===== src/rtl/xze_pkg.sv =====
package xze_pkg;
  localparam int CW_DIR_LSB  = 1;
  localparam int CW_SRC_LSB  = 3;
  localparam int CW_ZERO_BIT = 7;
  localparam int CW_FILL_BIT = 8;
  localparam int CW_WB_BIT   = 12;
  localparam int ST_ERR_BIT  = 30;
  localparam int ST_DONE_BIT = 31;
  localparam logic [1:0] DIR_LOCAL_TO_INT = 2'b11;

  typedef enum logic [2:0] {
    S_IDLE = 3'd0,
    S_RD   = 3'd1,
    S_RSP  = 3'd2,
    S_WR   = 3'd3,
    S_FIN  = 3'd4
  } xze_state_e;
endpackage


===== src/rtl/xze_ctrl_decode.sv =====
module xze_ctrl_decode #(
  parameter int BC_W      = 24,
  parameter int SRC_IDX_W = 4
) (
  input  logic [31:0]          ctrl_word,
  input  logic [BC_W-1:0]      byte_count,
  output logic [SRC_IDX_W-1:0] src_last,
  output logic                 zero_only,
  output logic                 fill_mode,
  output logic                 wb_en,
  output logic                 runnable,
  output logic [BC_W-3:0]      word_last
);
  import xze_pkg::*;

  logic dir_ok;
  logic len_ok;

  always_comb begin
    src_last  = ctrl_word[CW_SRC_LSB +: SRC_IDX_W];
    fill_mode = ctrl_word[CW_FILL_BIT];
    zero_only = ctrl_word[CW_ZERO_BIT] & ~ctrl_word[CW_FILL_BIT];
    wb_en     = ctrl_word[CW_WB_BIT];
    dir_ok    = (ctrl_word[CW_DIR_LSB +: 2] == DIR_LOCAL_TO_INT);
    len_ok    = (byte_count != '0) && (byte_count[1:0] == 2'b00);
    runnable  = dir_ok & len_ok;
    word_last = byte_count[BC_W-1:2] - 1'b1;
  end
endmodule


===== src/rtl/xze_addr_gen.sv =====
module xze_addr_gen #(
  parameter int NUM_SRC   = 16,
  parameter int ADDR_W    = 32,
  parameter int WORD_W    = 22,
  parameter int SRC_IDX_W = 4
) (
  input  logic                      clk,
  input  logic                      rst_n,
  input  logic                      load,
  input  logic [NUM_SRC*ADDR_W-1:0] src_addr_flat,
  input  logic [ADDR_W-1:0]         dst_addr,
  input  logic [SRC_IDX_W-1:0]      src_idx,
  input  logic [WORD_W-1:0]         word_idx,
  output logic [ADDR_W-1:0]         rd_addr,
  output logic [ADDR_W-1:0]         wr_addr
);
  logic [ADDR_W-1:0] src_q [NUM_SRC];
  logic [ADDR_W-1:0] dst_q;
  logic [ADDR_W-1:0] offset;

  for (genvar g = 0; g < NUM_SRC; g++) begin : g_src
    always_ff @(posedge clk or negedge rst_n) begin
      if (!rst_n)    src_q[g] <= '0;
      else if (load) src_q[g] <= src_addr_flat[g*ADDR_W +: ADDR_W];
    end
  end

  always_ff @(posedge clk or negedge rst_n) begin
    if (!rst_n)    dst_q <= '0;
    else if (load) dst_q <= dst_addr;
  end

  always_comb begin
    offset  = ADDR_W'({word_idx, 2'b00});
    rd_addr = src_q[src_idx] + offset;
    wr_addr = dst_q + offset;
  end
endmodule


===== src/rtl/xze_accum.sv =====
module xze_accum #(
  parameter int DATA_W = 32
) (
  input  logic              clk,
  input  logic              rst_n,
  input  logic              clear,
  input  logic              capture,
  input  logic              first,
  input  logic              check,
  input  logic [DATA_W-1:0] din,
  output logic [DATA_W-1:0] acc,
  output logic              nz_flag,
  output logic              nz_next
);
  logic [DATA_W-1:0] acc_next;

  always_comb begin
    acc_next = first ? din : (acc ^ din);
    nz_next  = nz_flag | (check && (acc_next != '0));
  end

  always_ff @(posedge clk or negedge rst_n) begin
    if (!rst_n) begin
      acc     <= '0;
      nz_flag <= 1'b0;
    end else if (clear) begin
      acc     <= '0;
      nz_flag <= 1'b0;
    end else if (capture) begin
      acc     <= acc_next;
      nz_flag <= nz_next;
    end
  end
endmodule


===== src/rtl/xor_zero_engine.sv =====
module xor_zero_engine #(
  parameter int NUM_SRC = 16,
  parameter int ADDR_W  = 32,
  parameter int DATA_W  = 32,
  parameter int BC_W    = 24
) (
  input  logic                      clk,
  input  logic                      rst_n,
  input  logic                      start,
  input  logic [31:0]               ctrl_word,
  input  logic [BC_W-1:0]           byte_count,
  input  logic [ADDR_W-1:0]         dst_addr,
  input  logic [DATA_W-1:0]         fill_pattern,
  input  logic [NUM_SRC*ADDR_W-1:0] src_addr_flat,
  output logic                      busy,
  output logic                      done,
  output logic [31:0]               status_word,
  output logic                      rd_valid,
  input  logic                      rd_ready,
  output logic [ADDR_W-1:0]         rd_addr,
  input  logic                      rdata_valid,
  input  logic [DATA_W-1:0]         rdata,
  output logic                      rdata_ready,
  output logic                      wr_valid,
  input  logic                      wr_ready,
  output logic [ADDR_W-1:0]         wr_addr,
  output logic [DATA_W-1:0]         wr_data
);
  import xze_pkg::*;

  localparam int SRC_IDX_W = $clog2(NUM_SRC);
  localparam int WORD_W    = BC_W - 2;

  xze_state_e state_q, state_d;

  logic [SRC_IDX_W-1:0] src_idx_q, src_last_q, dec_src_last;
  logic [WORD_W-1:0]    word_q, word_last_q, dec_word_last;
  logic                 zero_only_q, fill_q, wb_q;
  logic                 dec_zero_only, dec_fill, dec_wb, dec_runnable;
  logic [DATA_W-1:0]    pattern_q;
  logic [BC_W-1:0]      bc_q;
  logic [31:0]          status_q;
  logic                 accept, rsp_take, wr_take, last_src, last_word, fin_enter;
  logic [DATA_W-1:0]    acc;
  logic                 nz_flag, nz_next;

  xze_ctrl_decode #(.BC_W(BC_W), .SRC_IDX_W(SRC_IDX_W)) i_decode (
    .ctrl_word  (ctrl_word),
    .byte_count (byte_count),
    .src_last   (dec_src_last),
    .zero_only  (dec_zero_only),
    .fill_mode  (dec_fill),
    .wb_en      (dec_wb),
    .runnable   (dec_runnable),
    .word_last  (dec_word_last)
  );

  xze_addr_gen #(
    .NUM_SRC(NUM_SRC), .ADDR_W(ADDR_W), .WORD_W(WORD_W), .SRC_IDX_W(SRC_IDX_W)
  ) i_addr (
    .clk           (clk),
    .rst_n         (rst_n),
    .load          (accept),
    .src_addr_flat (src_addr_flat),
    .dst_addr      (dst_addr),
    .src_idx       (src_idx_q),
    .word_idx      (word_q),
    .rd_addr       (rd_addr),
    .wr_addr       (wr_addr)
  );

  xze_accum #(.DATA_W(DATA_W)) i_accum (
    .clk     (clk),
    .rst_n   (rst_n),
    .clear   (accept),
    .capture (rsp_take),
    .first   (src_idx_q == '0),
    .check   (rsp_take && last_src && zero_only_q),
    .din     (rdata),
    .acc     (acc),
    .nz_flag (nz_flag),
    .nz_next (nz_next)
  );

  always_comb begin
    accept    = start && (state_q == S_IDLE);
    rsp_take  = (state_q == S_RSP) && rdata_valid;
    wr_take   = (state_q == S_WR) && wr_ready;
    last_src  = (src_idx_q == src_last_q);
    last_word = (word_q == word_last_q);
  end

  always_comb begin
    state_d = state_q;
    case (state_q)
      S_IDLE: begin
        if (accept) begin
          if (!dec_runnable) state_d = S_FIN;
          else if (dec_fill) state_d = S_WR;
          else               state_d = S_RD;
        end
      end
      S_RD:  if (rd_ready) state_d = S_RSP;
      S_RSP: begin
        if (rdata_valid) begin
          if (!last_src)        state_d = S_RD;
          else if (!zero_only_q) state_d = S_WR;
          else if (last_word)   state_d = S_FIN;
          else                  state_d = S_RD;
        end
      end
      S_WR: begin
        if (wr_ready) begin
          if (last_word)   state_d = S_FIN;
          else if (fill_q) state_d = S_WR;
          else             state_d = S_RD;
        end
      end
      S_FIN:   state_d = S_IDLE;
      default: state_d = S_IDLE;
    endcase
    fin_enter = (state_d == S_FIN) && (state_q != S_FIN);
  end

  always_ff @(posedge clk or negedge rst_n) begin
    if (!rst_n) state_q <= S_IDLE;
    else        state_q <= state_d;
  end

  always_ff @(posedge clk or negedge rst_n) begin
    if (!rst_n) begin
      src_last_q  <= '0;
      word_last_q <= '0;
      zero_only_q <= 1'b0;
      fill_q      <= 1'b0;
      wb_q        <= 1'b0;
      pattern_q   <= '0;
      bc_q        <= '0;
    end else if (accept) begin
      src_last_q  <= dec_src_last;
      word_last_q <= dec_word_last;
      zero_only_q <= dec_zero_only & dec_runnable;
      fill_q      <= dec_fill;
      wb_q        <= dec_wb;
      pattern_q   <= fill_pattern;
      bc_q        <= byte_count;
    end
  end

  always_ff @(posedge clk or negedge rst_n) begin
    if (!rst_n) begin
      src_idx_q <= '0;
      word_q    <= '0;
    end else if (accept) begin
      src_idx_q <= '0;
      word_q    <= '0;
    end else begin
      if (rsp_take) begin
        if (last_src) begin
          src_idx_q <= '0;
          if (zero_only_q && !last_word) word_q <= word_q + 1'b1;
        end else begin
          src_idx_q <= src_idx_q + 1'b1;
        end
      end
      if (wr_take && !last_word) word_q <= word_q + 1'b1;
    end
  end

  always_ff @(posedge clk or negedge rst_n) begin
    if (!rst_n) begin
      status_q <= '0;
    end else if (fin_enter) begin
      status_q                 <= '0;
      status_q[ST_DONE_BIT]    <= 1'b1;
      status_q[ST_ERR_BIT]     <= accept ? 1'b0 : (nz_next & wb_q);
      status_q[BC_W-1:0]       <= accept ? byte_count : bc_q;
    end else if (accept) begin
      status_q <= '0;
    end
  end

  always_comb begin
    busy        = (state_q != S_IDLE);
    done        = (state_q == S_FIN);
    rd_valid    = (state_q == S_RD);
    rdata_ready = (state_q == S_RSP);
    wr_valid    = (state_q == S_WR);
    wr_data     = fill_q ? pattern_q : acc;
    status_word = status_q;
  end
endmodule


===== config.mk =====
export PLATFORM = sky130hd
export DESIGN_NAME = xor_zero_engine
export DESIGN_NICKNAME = d
export VERILOG_FILES = /design/src/rtl/xze_pkg.sv /design/src/rtl/xze_ctrl_decode.sv /design/src/rtl/xze_addr_gen.sv /design/src/rtl/xze_accum.sv /design/src/rtl/xor_zero_engine.sv
export SDC_FILE = /design/constraint.sdc
export NUM_CORES = 2
export LEC_CHECK = 0
export BUFFER_PORTS_ARGS = -buffer_cell sky130_fd_sc_hd__buf_2
export CORE_AREA = 2 2 311 313
export DETAILED_ROUTE_END_ITERATION = 7
export DIE_AREA = 0 0 313 315
export PLACE_DENSITY_LB_ADDON = 0.12
export SYNTH_ARGS = -nofsm -noshare
export SYNTH_HDL_FRONTEND = slang
export SYNTH_SLANG_ARGS = --single-unit

===== constraint.sdc =====
create_clock -name clk -period 9.15 [get_ports clk]
set_input_delay 2.2875 -clock clk [delete_from_list [all_inputs] [get_ports clk]]
set_output_delay 2.2875 -clock clk [all_outputs]
set_load 0.03 [all_outputs]

Word-level counts from Yosys, hierarchy flattened
Index checks and enable logic that the tools add are counted.
{"block": "totals", "in_bits": 670, "output_inout_bits": 133, "ff_bits": 723, "elab_cells": 109}
{"block": "op_classes", "reduce_logical": 23, "bitwise": 8, "eq_ne": 9, "order_cmp": 1, "addsub": 5, "muxes": 33}
{"op": "$mux W32", "n": 8}
{"op": "$bmux W32 S4", "n": 1}
{"op": "$mux W22", "n": 5}
{"op": "$add A32 B24 Y32", "n": 2}
{"op": "$reduce_bool A32 Y1", "n": 1}
{"op": "$xor A32 B32 Y32", "n": 1}
{"op": "$mux W3", "n": 9}
{"op": "$mux W24", "n": 1}
{"op": "$reduce_bool A24 Y1", "n": 1}
{"op": "$add A22 B1 Y22 const B", "n": 1}
{"op": "$eq A22 B22 Y1", "n": 1}
{"op": "$sub A22 B1 Y22 const B", "n": 1}
{"op": "$mux W4", "n": 3}
{"op": "$pmux W3 S4", "n": 1}
{"op": "$reduce_bool A3 Y1", "n": 4}
{"op": "$logic_and A1 B1 Y1", "n": 10}
{"op": "$eq A3 B2 Y1 const B", "n": 2}
{"op": "$eq A3 B3 Y1 const B", "n": 2}
{"op": "$ge A5 B5 Y1 const B", "n": 1}
{"op": "$not A4 Y5", "n": 1}
{"op": "$add A4 B1 Y4 const B", "n": 1}
{"op": "$and A1 B1 Y1", "n": 4}
{"op": "$eq A4 B4 Y1", "n": 1}
{"op": "$logic_not A4 Y1", "n": 1}
{"op": "12 further kinds", "n": 16}

Depth between registers and ports, before layout
{"block": "depth", "word_depth": 9, "ltp_mapped": 17, "ltp_nobuf": 11}

By module
From an unflattened synthesis, not the netlist that was laid out.
{"block": "unflattened", "hier_cells": 2755, "hier_area_um2": 36055.8}
{"mod": "xze_addr_gen", "area_each_um2": 26436.6, "seq_area_each_um2": 13613.1, "cells_per_inst": 1727, "instances": 1}
{"mod": "xor_zero_engine", "area_each_um2": 6673.9, "seq_area_each_um2": 3503.4, "cells_per_inst": 672, "instances": 1}
{"mod": "xze_accum", "area_each_um2": 2436.1, "seq_area_each_um2": 825.8, "cells_per_inst": 288, "instances": 1}
{"mod": "xze_ctrl_decode", "area_each_um2": 509.2, "seq_area_each_um2": 0.0, "cells_per_inst": 68, "instances": 1}

Worst setup path after synthesis
Ideal clock, no wire load.
{"block": "synth_timing", "kind": "flip-flop to output port", "start": "register src_idx_q[0]", "end": "output port rd_addr[26]", "arrival_time_ns": 4.716, "required_ns": 6.863, "n_path_buf": 5, "path_slack_ns": 2.147, "path_stages_with_launch": 17, "path_cell_list": "dfrtp_1 buf_6 buf_12 buf_6 buf_2 buf_1 mux4_2 mux4_2 ha_1 fa_1 a21oi_1 o221ai_1 a31oi_1 o311ai_1 o21ai_0 o21ai_1 xor2_1"}
{"block": "synth_via", "elab_chain_cells": 5}
{"item": "start, declared", "line_no": "xor_zero_engine.sv:36", "rtl": "logic [SRC_IDX_W-1:0] src_idx_q, src_last_q, dec_src_last;"}
{"item": "start signal, assigned", "line_no": "xor_zero_engine.sv:163", "rtl": "src_idx_q <= src_idx_q + 1'b1;"}
{"item": "$not A4 Y5 (not written as such)", "line_no": "xze_addr_gen.sv:35", "rtl": "rd_addr = src_q[src_idx] + offset;"}
{"item": "$bmux W32 S4", "line_no": "xze_addr_gen.sv:35"}
{"item": "$mux W32 (not written as such) (2 in a row)", "line_no": "xze_addr_gen.sv:35"}
{"item": "$add A32 B24 Y32", "line_no": "xze_addr_gen.sv:35"}
{"item": "end, declared", "line_no": "xor_zero_engine.sv:20", "rtl": "output logic [ADDR_W-1:0] rd_addr,"}
Every way passes these cells. The select of a mux whose other input is x is not followed.

Final worst setup path
{"block": "layout_timing", "start": "register src_idx_q[0]", "end": "output port rd_addr[31]"}
Same word-level chain as after synthesis.

==> impl_metrics.py <==
metrics = {
    "floorplan": {
        "initial_core_util_pct": 37.2,
        "io-pin-count": 803,
        "dieArea_sq_um": 98600,
        "rows": 114,
        "die_y_um": 315,
        "core_sq_um": 95700,
        "fp.dieW_um": 313,
    },
    "logic_synthesis": {
        "synth_top_area_share_pct": 50.3,
        "synth-async-reset-ratio_pct": 100,
        "synth_area_sq_um": 35700,
        "synth_area_leaders": "dfrtp_1 50%, nand2_1 20%, mux4_2 9.7%",
        "ys.flop_type": "dfrtp_1",
        "synth_top_area_cell": "dfrtp_1",
        "synth_edf_count": 0,
        "yosysSeqAreaShare_pct": 50.3,
        "yosys_warnings": 0,
        "yosysUniqueCellTypes": 82,
        "netlist_instances": 3865,
        "postSynthAreaPerCell_sq_um": 9.22,
        "ys_ff_latch": 717,
    },
    "run_status": {
        "status": "finished, final reports clean",
    },
    "global_route": {
        "grt-ovfl-total": 0,
        "grt_max_degree": 214,
        "grt_pass1_wl_um": 187000,
        "antenna_found_initial": 62,
        "gr-usage-all-layers_pct": 25.6,
        "grt_pass1_vias": 29500,
    },
    "worst_setup_path": {
        "worstSetupStartpointType": "flip-flop",
        "cp-end-kind": "primary output",
        "worstSetupPathType": "reg2out",
        "crit_required_ps": 6860,
        "r2r_cells": 11,
        "crit_arrival_ps": 6190,
        "path_max_fanout": 37,
    },
    "place": {
        "io_buffers": 773,
        "gp_congestion": 0.880,
        "pre_cts_ws_ps": 1290,
        "hpwl_um": 94500,
    },
    "job": {
        "maxCapViolations": 0,
    },
    "drt": {
        "route.final.wire_length_um": 128000,
        "vias": 29800,
        "drc": 0,
        "detail_route.wl_per_cell_um": 21.6,
        "antenna_left": 0,
        "drt_iter0_markers": 2402,
        "dr.pass1.iters": 5,
        "via_per_inst": 5.04,
    },
    "cts": {
        "hold_buffers": 0,
        "cts_tree": "yes",
        "cts.htree.levels": 3,
        "cts_buffer_depth": 3,
        "clock_sinks": 717,
        "cts_buffers": 85,
        "clkSlewWorstSetupHoldPaths_ps": 60,
        "cts.repair.resized": 0,
        "insertion_delay_ps": 660,
        "post-cts-setup-buffers": 0,
        "clockRootBuffer": "clkbuf_16",
    },
    "final_layout": {
        "layout.nets": 5267,
        "areaGrowthSynthToFinish_pct": 22.0,
        "fillCellCount": 9561,
        "layout-drive-gt1-share_pct": 25.1,
    },
    "sta": {
        "fin_ws_ps": 668,
        "report.final.slew_viol_count": 0,
        "relSlewSlack_pct": 26.3,
        "rsz0062_at_grt": "false",
        "fmax_ghz": 0.118,
        "hold_violations": 0,
        "period_share_pct": 92.7,
        "setup_violations": 0,
        "final.setup.tns_ps": 0,
        "finalCriticalPeriod_ps": 8480,
        "skew_ps": 15.7,
        "tightestPinTransition_ps": 1110,
    },
    "power": {
        "p_leak_nw": 22.5,
        "power_density_nw_per_um2": 277,
        "ir_drop_mv": 0.173,
    },
    "min_path": {
        "holdPathStages": 2,
        "hp-class": "reg2reg",
    },
}
[cell type report]
type                    instances  area [sq um]  area share [%]
multi-input cells            2899         16700            38.3
diodes                         25          62.6           0.144
flip-flops and latches        717         18000            41.3
repair buffers                812          4310            9.91
clock buffers                 124          2430            5.59
well taps                    1276          1600            3.67
clock inverters                30           357           0.820
inverters                      32           120           0.276
[placed cells by master (no fill, tap or decap), types with 6 or more instances in the layout]
cell type,instances
a31oi_1,21
xnor2_1,59
mux4_2,153
buf_2,772
a21o_1,34
nand2b_1,6
buf_4,28
nand3_1,21
nor3_1,18
nand4_1,14
ha_1,48
diode_2,25
clkbuf_1,23
and3_1,37
clkbuf_16,85
inv_1,31
clkbuf_8,16
clkinv_2,13
and2_1,6
nand2_1,1944
o32ai_1,16
o21ai_0,84
o21ai_1,15
nor2b_1,7
nor4_1,9
or3_1,13
buf_12,11
o21a_1,7
a21oi_1,50
nor4bb_1,16
conb_1,6
nor2_1,87
o211ai_1,9
a211oi_1,6
dfrtp_1,713
xor2_1,84
mux2_2,32
[critical path, stage by stage (launching register included)]
cell,delay (ps)
dfrtp_4,980
buf_4,430
mux4_2,640
mux4_2,510
ha_1,310
a211oi_1,330
o211ai_1,170
a221oi_2,510
a211oi_1,290
o31ai_1,660
a211oi_1,210
xor2_1,160
buf_2,240
[flip-flops by register name, summed over array words and instances, names as in the netlist, 3 cells and up]
name	flops
state_q	3
i_accum.acc	32
bc_q	24
src_idx_q	4
status_word	26
i_addr.dst_q	32
word_q	22
src_last_q	4
word_last_q	22
i_addr.src_q	512
pattern_q	32
[per-stage QoR]
stage               area [sq um]  instances  power [mW]  utilization, %  hold WS (ps)
detailed placement         40600       5736        8.73            42.5           456
global placement           40600       5736        8.67            42.5           451
finish                     43500       5915        12.1            45.5           465
CTS                        43400       5890        12.2            45.4           472
global route               43500       5908        12.8            45.4           478
floorplan                  35700       3870        7.26               -           433
[cells in the mapped netlist, types with 31 or more instances]
library cell	count
mux2_2	32
buf_2	31
xnor2_1	59
inv_1	31
dfrtp_1	717
nand2_1	1945
xor2_1	84
mux4_2	153
clkbuf_1	172
a21oi_1	50
nor2_1	88
o21ai_0	84
a21o_1	34
ha_1	48
and3_1	37
[power breakdown]
group / internal, mW / switching (mW) / leakage (nW)
clock: 2.00 / 1.43 / 1.36
combinational: 1.43 / 2.40 / 12.2
sequential: 4.21 / 0.603 / 8.93
total: 7.63 / 4.43 / 22.5
[metal layers]
layer	vias to the layer above	global-route usage (%)	wire [um]
met5	-	0	237
met4	42	9.71	4700
met3	252	6.48	8690
met2	896	41.9	62100
met1	14500	32.7	52300
li1	14100	-	-
[path summary, 6_finish.rpt]
kind,startpoint,to,slack (ps)
setup / recovery,src_idx_q[0]$_DFFE_PN0P_,rd_addr[31],670
hold / removal,i_addr.src_q[296]$_DFFE_PN0P_,i_addr.src_q[296]$_DFFE_PN0P_,470
setup reg to reg,src_idx_q[1]$_DFFE_PN0P_,status_word[30]$_DFFE_PN0P_,5400
hold reg to reg,i_addr.src_q[296]$_DFFE_PN0P_,i_addr.src_q[296]$_DFFE_PN0P_,470
max in group asynchronous,rst_n,i_addr.src_q[503]$_DFFE_PN0P_,5540
min in group asynchronous,rst_n,i_addr.dst_q[0]$_DFFE_PN0P_,1620
[cells by family (layout without fill, tap and decap cells)]
group                    Yosys count  after routing  synth area share [%]
buffers and inverters            254            998                  3.01
adder cells (fa/ha/maj)           50             50                  1.80
multiplexers                     188            188                  10.8
XOR/XNOR                         143            143                  3.51
AND/OR/NAND/NOR                 2206           2206                  24.7
AO/OA/AOI/OAI                    306            306                  5.79
other                              1             31                0.0105
flip-flops                       717            717                  50.3
(Power assumes the default switching activity.)
